File: src/rtl/pio_fifo_pkg.sv
package pio_fifo_pkg;

  localparam int PHASE_W = 3;

  // Per-cycle commands from control to datapath; mutually prioritised by control
  typedef struct packed {
    logic push;     // append host byte to ring
    logic pop;      // consume oldest ring byte
    logic popData;  // popped byte is real data (else zero)
    logic cmdPush;  // append host byte to command buffer
    logic clear;    // empty the ring
    logic loadResp; // load completion reply
  } fifoStrobes_t;

endpackage

File: src/rtl/pio_fifo_ctrl.sv
module pio_fifo_ctrl
  import pio_fifo_pkg::*;
#(
  parameter int DEPTH     = 16,
  parameter int CMD_DEPTH = 16,
  localparam int CNT_W    = $clog2(DEPTH + 1),
  localparam int CMDL_W   = $clog2(CMD_DEPTH + 1)
) (
  input  logic               clk,
  input  logic               rstN,
  input  logic               hostWrEn,
  input  logic               hostRdEn,
  input  logic               captureMode,
  input  logic [PHASE_W-1:0] phaseBits,
  input  logic               flush,
  input  logic               respLoad,
  input  logic [CNT_W-1:0]   count,
  input  logic [CMDL_W-1:0]  cmdLen,
  output fifoStrobes_t       strobes,
  output logic               overrunErr,
  output logic               irqPulse
);

  localparam logic [CNT_W-1:0]  FULL_MARK = CNT_W'(DEPTH - 1);
  localparam logic [CMDL_W-1:0] CMD_LIMIT = CMDL_W'(CMD_DEPTH);

  logic ringWrite;
  logic refuse;

  always_comb begin
    ringWrite        = hostWrEn && !captureMode && !flush && !respLoad;
    refuse           = ringWrite && (count == FULL_MARK);
    strobes.clear    = flush;
    strobes.loadResp = respLoad && !flush;
    strobes.push     = ringWrite && !refuse;
    strobes.pop      = hostRdEn && !flush && !respLoad && (count != '0);
    strobes.popData  = |phaseBits[2:1];
    strobes.cmdPush  = hostWrEn && captureMode && (cmdLen != CMD_LIMIT);
  end

  always_ff @(posedge clk) begin
    if (!rstN) begin
      overrunErr <= 1'b0;
      irqPulse   <= 1'b0;
    end else begin
      overrunErr <= refuse;
      irqPulse   <= strobes.pop;
    end
  end

endmodule

File: src/rtl/pio_fifo_data.sv
module pio_fifo_data
  import pio_fifo_pkg::*;
#(
  parameter int DEPTH     = 16,
  parameter int CMD_DEPTH = 16,
  parameter int W         = 8,
  localparam int PTR_W    = $clog2(DEPTH),
  localparam int CNT_W    = $clog2(DEPTH + 1),
  localparam int CPTR_W   = $clog2(CMD_DEPTH),
  localparam int CMDL_W   = $clog2(CMD_DEPTH + 1)
) (
  input  logic              clk,
  input  logic              rstN,
  input  fifoStrobes_t      strobes,
  input  logic [W-1:0]      wrData,
  input  logic [W-1:0]      respStatus,
  input  logic [CPTR_W-1:0] cmdRdIdx,
  output logic [CNT_W-1:0]  count,
  output logic [CNT_W-1:0]  flags,
  output logic [W-1:0]      rdData,
  output logic [CMDL_W-1:0] cmdLen,
  output logic [W-1:0]      cmdRdData,
  output logic [PTR_W-1:0]  rdPtr,
  output logic [PTR_W-1:0]  wrPtr
);

  localparam logic [PTR_W-1:0] LAST_SLOT = PTR_W'(DEPTH - 1);
  localparam logic [CNT_W-1:0] RESP_LEN  = CNT_W'(2);

  logic [W-1:0] ring   [DEPTH];
  logic [W-1:0] cmdBuf [CMD_DEPTH];

  logic [CNT_W-1:0] nextCount;
  logic [PTR_W-1:0] rdPtrInc, wrPtrInc;

  always_comb begin
    nextCount = count + CNT_W'(strobes.push) - CNT_W'(strobes.pop);
    rdPtrInc  = (rdPtr == LAST_SLOT) ? '0 : rdPtr + 1'b1;
    wrPtrInc  = (wrPtr == LAST_SLOT) ? '0 : wrPtr + 1'b1;
  end

  // ring storage, no reset needed
  always_ff @(posedge clk) begin
    if (strobes.loadResp) begin
      ring[0] <= respStatus;
      ring[1] <= '0;
    end else if (strobes.push) begin
      ring[wrPtr] <= wrData;
    end
  end

  // occupancy, pointers, flags and read latch
  always_ff @(posedge clk) begin
    if (!rstN) begin
      count  <= '0;
      rdPtr  <= '0;
      wrPtr  <= '0;
      flags  <= '0;
      rdData <= '0;
    end else if (strobes.clear) begin
      count <= '0;
      rdPtr <= '0;
      wrPtr <= '0;
      flags <= '0;
    end else if (strobes.loadResp) begin
      count <= RESP_LEN;
      rdPtr <= '0;
      wrPtr <= '0;
      flags <= RESP_LEN;
    end else begin
      count <= nextCount;
      if (strobes.pop) begin
        rdData <= strobes.popData ? ring[rdPtr] : '0;
      end
      if (nextCount == '0) begin
        rdPtr <= '0;
        wrPtr <= '0;
      end else begin
        if (strobes.pop)  rdPtr <= rdPtrInc;
        if (strobes.push) wrPtr <= wrPtrInc;
      end
    end
  end

  // command capture buffer
  always_ff @(posedge clk) begin
    if (strobes.cmdPush) begin
      cmdBuf[cmdLen[CPTR_W-1:0]] <= wrData;
    end
  end

  always_ff @(posedge clk) begin
    if (!rstN) begin
      cmdLen <= '0;
    end else if (strobes.cmdPush) begin
      cmdLen <= cmdLen + 1'b1;
    end
  end

  assign cmdRdData = cmdBuf[cmdRdIdx];

endmodule

File: src/rtl/pio_xfer_fifo.sv
module pio_xfer_fifo
  import pio_fifo_pkg::*;
#(
  parameter int DEPTH     = 16,
  parameter int CMD_DEPTH = 16,
  parameter int W         = 8,
  localparam int PTR_W    = $clog2(DEPTH),
  localparam int CNT_W    = $clog2(DEPTH + 1),
  localparam int CPTR_W   = $clog2(CMD_DEPTH),
  localparam int CMDL_W   = $clog2(CMD_DEPTH + 1)
) (
  input  logic               clk,
  input  logic               rstN,
  input  logic               hostWrEn,
  input  logic [W-1:0]       hostWrData,
  input  logic               hostRdEn,
  input  logic               captureMode,
  input  logic [PHASE_W-1:0] phaseBits,
  input  logic               flush,
  input  logic               respLoad,
  input  logic [W-1:0]       respStatus,
  input  logic [CPTR_W-1:0]  cmdRdIdx,
  output logic [W-1:0]       rdData,
  output logic [CNT_W-1:0]   fifoCount,
  output logic [CNT_W-1:0]   fifoFlags,
  output logic               overrunErr,
  output logic               irqPulse,
  output logic [CMDL_W-1:0]  cmdLen,
  output logic [W-1:0]       cmdRdData
);

  fifoStrobes_t     strobes;
  logic [PTR_W-1:0] rdPtr, wrPtr;

  pio_fifo_ctrl #(.DEPTH(DEPTH), .CMD_DEPTH(CMD_DEPTH)) ctrl (
    .clk, .rstN, .hostWrEn, .hostRdEn, .captureMode, .phaseBits,
    .flush, .respLoad, .count(fifoCount), .cmdLen,
    .strobes, .overrunErr, .irqPulse
  );

  pio_fifo_data #(.DEPTH(DEPTH), .CMD_DEPTH(CMD_DEPTH), .W(W)) data (
    .clk, .rstN, .strobes, .wrData(hostWrData), .respStatus, .cmdRdIdx,
    .count(fifoCount), .flags(fifoFlags), .rdData, .cmdLen, .cmdRdData,
    .rdPtr, .wrPtr
  );

endmodule

File: config.mk
export PLATFORM = sky130hd
export DESIGN_NAME = pio_xfer_fifo
export DESIGN_NICKNAME = d
export VERILOG_FILES = /design/src/rtl/pio_fifo_pkg.sv /design/src/rtl/pio_fifo_ctrl.sv /design/src/rtl/pio_fifo_data.sv /design/src/rtl/pio_xfer_fifo.sv
export SDC_FILE = /design/constraint.sdc
export NUM_CORES = 1
export LEC_CHECK = 0
export BUFFER_PORTS_ARGS = -buffer_cell sky130_fd_sc_hd__clkbuf_2
export CORE_MARGIN = 4
export CORE_UTILIZATION = 40
export DETAILED_ROUTE_END_ITERATION = 16
export RECOVER_POWER = 50
export SLEW_MARGIN = 5
export SYNTH_ARGS = -nofsm -noshare
export SYNTH_HDL_FRONTEND = slang
export SYNTH_SLANG_ARGS = --single-unit
export TNS_END_PERCENT = 20
File: constraint.sdc
create_clock -name clk -period 3.6 [get_ports clk]
set_input_delay 0.36 -clock clk [delete_from_list [all_inputs] [get_ports clk]]
set_output_delay 0.36 -clock clk [all_outputs]
set_load 0.01 [all_outputs]
Yosys cells after proc, flatten, opt, wreduce, memory -nomap -nowiden
Memories as Yosys holds them, arrays and structs flattened. A register that Yosys moved wholly into a read port is not among the register bits.
Index checks and enable logic that the tools add are counted.
{"block": "classes", "mux": 16, "bitwise_logic": 3, "addsub": 5, "n_eq_ne": 4, "reduce_logical": 23}
{"op": "$mux 4", "count": 5}
{"op": "$mux 8", "count": 2}
{"op": "$logic_and 1x1->1", "count": 11}
{"op": "$add 4x1->4 const B", "count": 2}
{"op": "$eq 4x4->1 const B", "count": 2}
{"op": "$mux 1", "count": 8}
{"op": "$reduce_or 8->1", "count": 1}
{"op": "$add 5x1->5", "count": 1}
{"op": "$add 5x1->5 const B", "count": 1}
{"op": "$eq 5x4->1 const B", "count": 1}
{"op": "$logic_not 5->1", "count": 1}
{"op": "$ne 5x5->1 const B", "count": 1}
{"op": "$reduce_bool 5->1", "count": 1}
{"op": "$sub 5x1->5", "count": 1}
{"op": "$logic_not 1->1", "count": 4}
{"op": "$reduce_or 2->1", "count": 2}
{"op": "$reduce_or 4->1", "count": 1}
{"op": "$not 1->1", "count": 3}
{"op": "$reduce_and 3->1", "count": 1}
{"op": "$reduce_or 3->1", "count": 1}
{"op": "$mux 2", "count": 1}
{"block": "word_totals", "memories": 2, "mem_bits_rw": 256, "elab_cells": 62, "output_inout_bits": 33, "input_bits": 30, "regBits": 29}
{"memory": "data.cmdBuf", "words": 16, "width": 8, "read_ports": 1, "rd_ports_with_merged_regs": 0, "wr": 1, "line": "pio_fifo_data.sv:31", "source": "logic [W-1:0] cmdBuf [CMD_DEPTH];"}
{"memory": "data.ring", "words": 16, "width": 8, "read_ports": 1, "rd_ports_with_merged_regs": 1, "wr": 2, "line": "pio_fifo_data.sv:30", "source": "logic [W-1:0] ring [DEPTH];"}

Depth between registers and ports, before layout
{"block": "logic_depth", "ltp_word": 12, "mapped_depth": 13, "depth_no_buf": 12}

Cells and area by module
From an unflattened synthesis, not the netlist that was laid out.
{"block": "unflattened", "cells_unflattened": 598, "area_unflattened_um2": 11741.3}
{"mod": "pio_fifo_data", "cells_per_inst": 579, "seq_area_each_um2": 8308.0, "instances": 1, "area_each_um2": 11578.6}
{"mod": "pio_fifo_ctrl", "cells_per_inst": 19, "seq_area_each_um2": 40.0, "instances": 1, "area_each_um2": 162.7}

Worst setup path after synthesis
OpenSTA, ideal clock, no wires.
{"block": "synth_path", "kind": "register to register", "from": "register data.count[2]", "to": "register data.rdPtr[0]", "setup_time_ns": 0.142, "t_required_ns": 3.458, "stages_incl_launch_ff": 14, "arrival_ns": 2.624, "period_less_slack_ns": 2.766, "setup_slack_ns": 0.834, "path_buffers": 1, "cell_sequence": "dfxtp_1 inv_1 ha_1 or4b_4 nand2_1 mux2i_1 ha_1 inv_1 fa_1 nand2b_1 a21oi_1 xnor2_1 clkbuf_1 a311oi_1"}
{"block": "synth_between", "elab_chain_cells": 8, "elab_cells_between_ends": 10, "classes_between": "add/sub: 2; eq/ne: 1; reduce/logical: 7"}
{"element": "start: declaration", "line": "pio_fifo_data.sv:18", "source": "output logic [CNT_W-1:0] count,"}
{"element": "start signal: assignment", "line": "pio_fifo_data.sv:71", "source": "count <= nextCount;"}
{"element": "$eq 5x4->1", "line": "pio_fifo_ctrl.sv:32", "source": "refuse = ringWrite && (count == FULL_MARK);"}
{"element": "$logic_and 1x1->1", "line": "pio_fifo_ctrl.sv:32"}
{"element": "$logic_not 1->1", "line": "pio_fifo_ctrl.sv:35", "source": "strobes.push = ringWrite && !refuse;"}
{"element": "$logic_and 1x1->1", "line": "pio_fifo_ctrl.sv:35"}
{"element": "$add 5x1->5", "line": "pio_fifo_data.sv:37", "source": "nextCount = count + CNT_W'(strobes.push) - CNT_W'(strobes.pop);"}
{"element": "$sub 5x1->5", "line": "pio_fifo_data.sv:37"}
{"element": "$logic_not 5->1", "line": "pio_fifo_data.sv:75", "source": "if (nextCount == '0) begin"}
{"element": "$reduce_or 4->1 (no line)"}
{"element": "end signal: assignment", "line": "pio_fifo_data.sv:79", "source": "if (strobes.pop) rdPtr <= rdPtrInc;"}
{"element": "end: declaration", "line": "pio_fifo_data.sv:23", "source": "output logic [PTR_W-1:0] rdPtr,"}
Parallel ways exist; a longest one is shown, timed or not.
A chain may end at the register's enable or synchronous reset.

==> impl_metrics.ini <==
[status]
status = finished with violations
violations = max-capacitance violations, max-slew violations

[floorplan]
floorplan.die_area_sq_um = 31870
initial_core_util_pct = 40.53
ioPinCount = 63
die_w_um = 178.5
placementRows = 62
core_region_area_sq_um = 28700
die-height_um = 178.5

[clock_network]
cts_tree = done
worstSkewPairLatency_ns = 0.54
clk_pin_slew_worst_paths_ns = 0.06
clock_sinks = 289
ctsResizeCount = 0
root_buffer = sky130_fd_sc_hd__clkbuf_16
cts_hold_buffers_added = 0
numCtsBuffers = 29
cts-root-to-sink-buffers = 3
post-cts-setup-buffers = 0
level_count_of_the_clock_h_tree = 1

[synth]
synth.most_common_cell = sky130_fd_sc_hd__edfxtp_1
synthArstFlopShare_pct = 0
synth_adder_area_share_pct = 1.786
synthesis.area_sq_um = 11630
yosysTopAreaCell = sky130_fd_sc_hd__edfxtp_1
synth-compound-area-share_pct = 2.495
simple_gate_share_of_the_synthesized_area_pct = 4.808
yosys_register_bits = 289
dominantRegCellSynth = sky130_fd_sc_hd__edfxtp_1
synthesis.area_per_instance_sq_um = 19.23
synth_top_family_by_area = multiplexers
synth_common_cells = sky130_fd_sc_hd__edfxtp_1, sky130_fd_sc_hd__mux4_2, sky130_fd_sc_hd__nor2_1, sky130_fd_sc_hd__dfxtp_1, sky130_fd_sc_hd__mux2_2
synth.top_cells.by_area = sky130_fd_sc_hd__edfxtp_1, sky130_fd_sc_hd__mux4_2, sky130_fd_sc_hd__dfxtp_1
synth.area.mux_share_pct = 16.44
synth_warnings = 0
post_synth_xor_area_fraction_pct = 0.7529
number_of_enable_flip_flop_cells_after_synthesis = 256
synth_seq_area_share_pct = 71.77
synth_cell_type_count = 42
syn_inst = 605
post-synth-top-area-fraction_pct = 66.09

[setup_path]
max_stage_delay_ns = 0.42
timing.setup.critical_path_class = register to register
worstPathRequired_ns = 4.02
crit_path_end_kind = register
timing.critical_path.fanout_max = 13
path_cells = ha_1 > nand4b_1 > and2_1 > clkbuf_1 > ha_1 > inv_1 > fa_1 > nand2b_1 > a21oi_1 > xnor2_1 > buf_4 > a311oi_1
worstPathArrival_ns = 3.44
critical-path-slowest-cell = sky130_fd_sc_hd__fa_1
timing.critical_path.from_type = register
worst_path_most_repeated_cell = sky130_fd_sc_hd__ha_1

[timing]
timing.final.max_slew_violations = 164
report.final.setup_viol = 0
maxClockFrequency_ghz = 0.3314
fin_worst_skew_ns = 0.008499
finalHoldViolCount = 0
totalNegativeSetupSlack_ns = 0
grt_setup_unrepaired = no
fin_worst_hold_slack_ns = 0.1123
final_period_minus_worst_setup_slack_ns = 3.018
timing_worst_slew_pin_value_ns = 1.621
timing.max_slew.rel_slack_pct = -8.044
min_period_over_period_pct = 83.83

[route]
num_vias = 5683
detail_route.iter0.violations = 410
drt-total-wl_um = 23560
drt_pre_antenna_iters = 5
routed_wire_length_per_instance_um = 21.69
detail_route.vias_per_cell = 5.233
ant_nets = 0
drc = 0

[grt]
groute.usage.overall_pct = 15.11
grt_antenna_before_repair = 0
grt_pass1_wl_um = 36310
grt_max_degree = 33
grt_pass1_vias = 5922
grt_overflow_total = 0

[final_layout]
num_antenna_cells = 0
syn_to_final_growth_pct = 14.77
final_core_util_pct = 46.51
filler_cell_count = 2436
final_net_count = 725
final_layout_size_suffix_gt1_share_pct = 25.93
postLayoutCellArea_sq_um = 13350
stdcell_count = 1086

[placed_design]
dp_cells = 1032
detailed_placement_wirelength_estimate_um = 15350
globalplace.congestion = 0.8008
io_buffer_count = 57
post_dp_cell_area_sq_um = 12390

[run]
max_cap_violations = 5

[power_and_ir_drop]
cellLeakagePower_nw = 4.249
power.density_nw_per_um2 = 534.7
largest_vdd_supply_drop_v = 0.0003591

[min_path]
hold_class = input port to register
cell type report:
class	instances	area [sq um]	share of cell area, %
sequential	289	8349	62.54
multi-input combinational	272	3068	22.98
clock buffer	35	768.2	5.754
tap	384	480.5	3.599
timing repair buffer	74	390.4	2.924
clock inverter	19	245.2	1.837
inverter	13	48.80	0.3655
stage by stage:
stage          power, mW  worst slack [ns]
2_1_floorplan      3.925            0.8338
3_3_place_gp       4.057            0.6768
3_5_place_dp       4.068            0.5707
4_1_cts            7.205            0.6678
5_1_grt            7.388            0.2709
6_report           7.138            0.5822
power breakdown:
part	internal, mW	total, mW	switching [mW]	leakage (nW)
sequential	3.67	3.68	0.0103	2.58
clock	1.94	3.15	1.21	0.497
combinational	0.117	0.308	0.191	1.17
path summary, 6_finish.rpt:
kind	from	end	slack [ns]	cells past startpoint
worst min-delay path	respLoad	data.count[2]$_SDFF_PP0_	0.11	2
worst min register to register	data.flags[1]$_SDFFE_PP0P_	data.flags[1]$_SDFFE_PP0P_	0.47	2
worst max-delay path	data.count[2]$_SDFF_PP0_	register	0.58	12
worst max register to register	data.count[2]$_SDFF_PP0_	register	0.58	12
layout by cell type (no fill, tap or decap), types with 3 or more instances in the layout:
cell type,count
sky130_fd_sc_hd__edfxtp_1,256
sky130_fd_sc_hd__nand3_1,3
sky130_fd_sc_hd__clkbuf_2,28
sky130_fd_sc_hd__a221o_1,8
sky130_fd_sc_hd__mux4_2,72
sky130_fd_sc_hd__nor3_1,7
sky130_fd_sc_hd__inv_1,13
sky130_fd_sc_hd__buf_4,12
sky130_fd_sc_hd__a311oi_1,10
sky130_fd_sc_hd__a21oi_1,10
sky130_fd_sc_hd__xor2_1,5
sky130_fd_sc_hd__mux2i_1,11
sky130_fd_sc_hd__nor2_1,46
sky130_fd_sc_hd__clkbuf_16,29
sky130_fd_sc_hd__clkinv_2,6
sky130_fd_sc_hd__nand2_1,10
sky130_fd_sc_hd__and2_1,10
sky130_fd_sc_hd__clkinv_1,5
sky130_fd_sc_hd__clkbuf_1,36
sky130_fd_sc_hd__nand2b_1,9
sky130_fd_sc_hd__bufinv_16,6
sky130_fd_sc_hd__ha_1,15
sky130_fd_sc_hd__dfxtp_1,32
sky130_fd_sc_hd__a31oi_1,5
sky130_fd_sc_hd__mux2_2,16
sky130_fd_sc_hd__nand4_1,3
sky130_fd_sc_hd__conb_1,4
sky130_fd_sc_hd__xnor2_1,5
sequential cells by signal, indices dropped and copies added, names as in the netlist, 4 cells and up, named ones only:
signal and count:
data.cmdBuf 128, data.ring 128, data.rdData 8, data.cmdLen 5
data.count 5, data.rdPtr 4, data.wrPtr 4
logic make-up (layout without fill, tap and decap cells):
| group | count (synthesis) | after routing |
|---|---|---|
| other cells | 1 | 4 |
| fa+ha+maj | 16 | 16 |
| flops | 289 | 289 |
| mux | 99 | 99 |
| xor+xnor | 10 | 10 |
| compound gates | 38 | 38 |
| simple gates | 105 | 105 |
| buf+inv | 47 | 141 |
critical path: cells and delay by family, from the launching register on:
kind | cells | cell delay [ns]
buffers and inverters | 3 | 0.60
AOI/OAI and AO/OA | 2 | 0.45
and+or+nand+nor | 3 | 0.54
xor gates and xnor gates | 1 | 0.08
adders and majority gates | 3 | 0.88
DFF | 1 | 0.34
layer usage:
layer	vias up	wire, um	global-route usage, %
li1	2578	-	-
met1	2949	10360	20.89
met2	118	11880	25.57
met3	38	876	2.374
met4	0	442	3.230
met5	-	0	0
(Power assumes the default switching activity.)
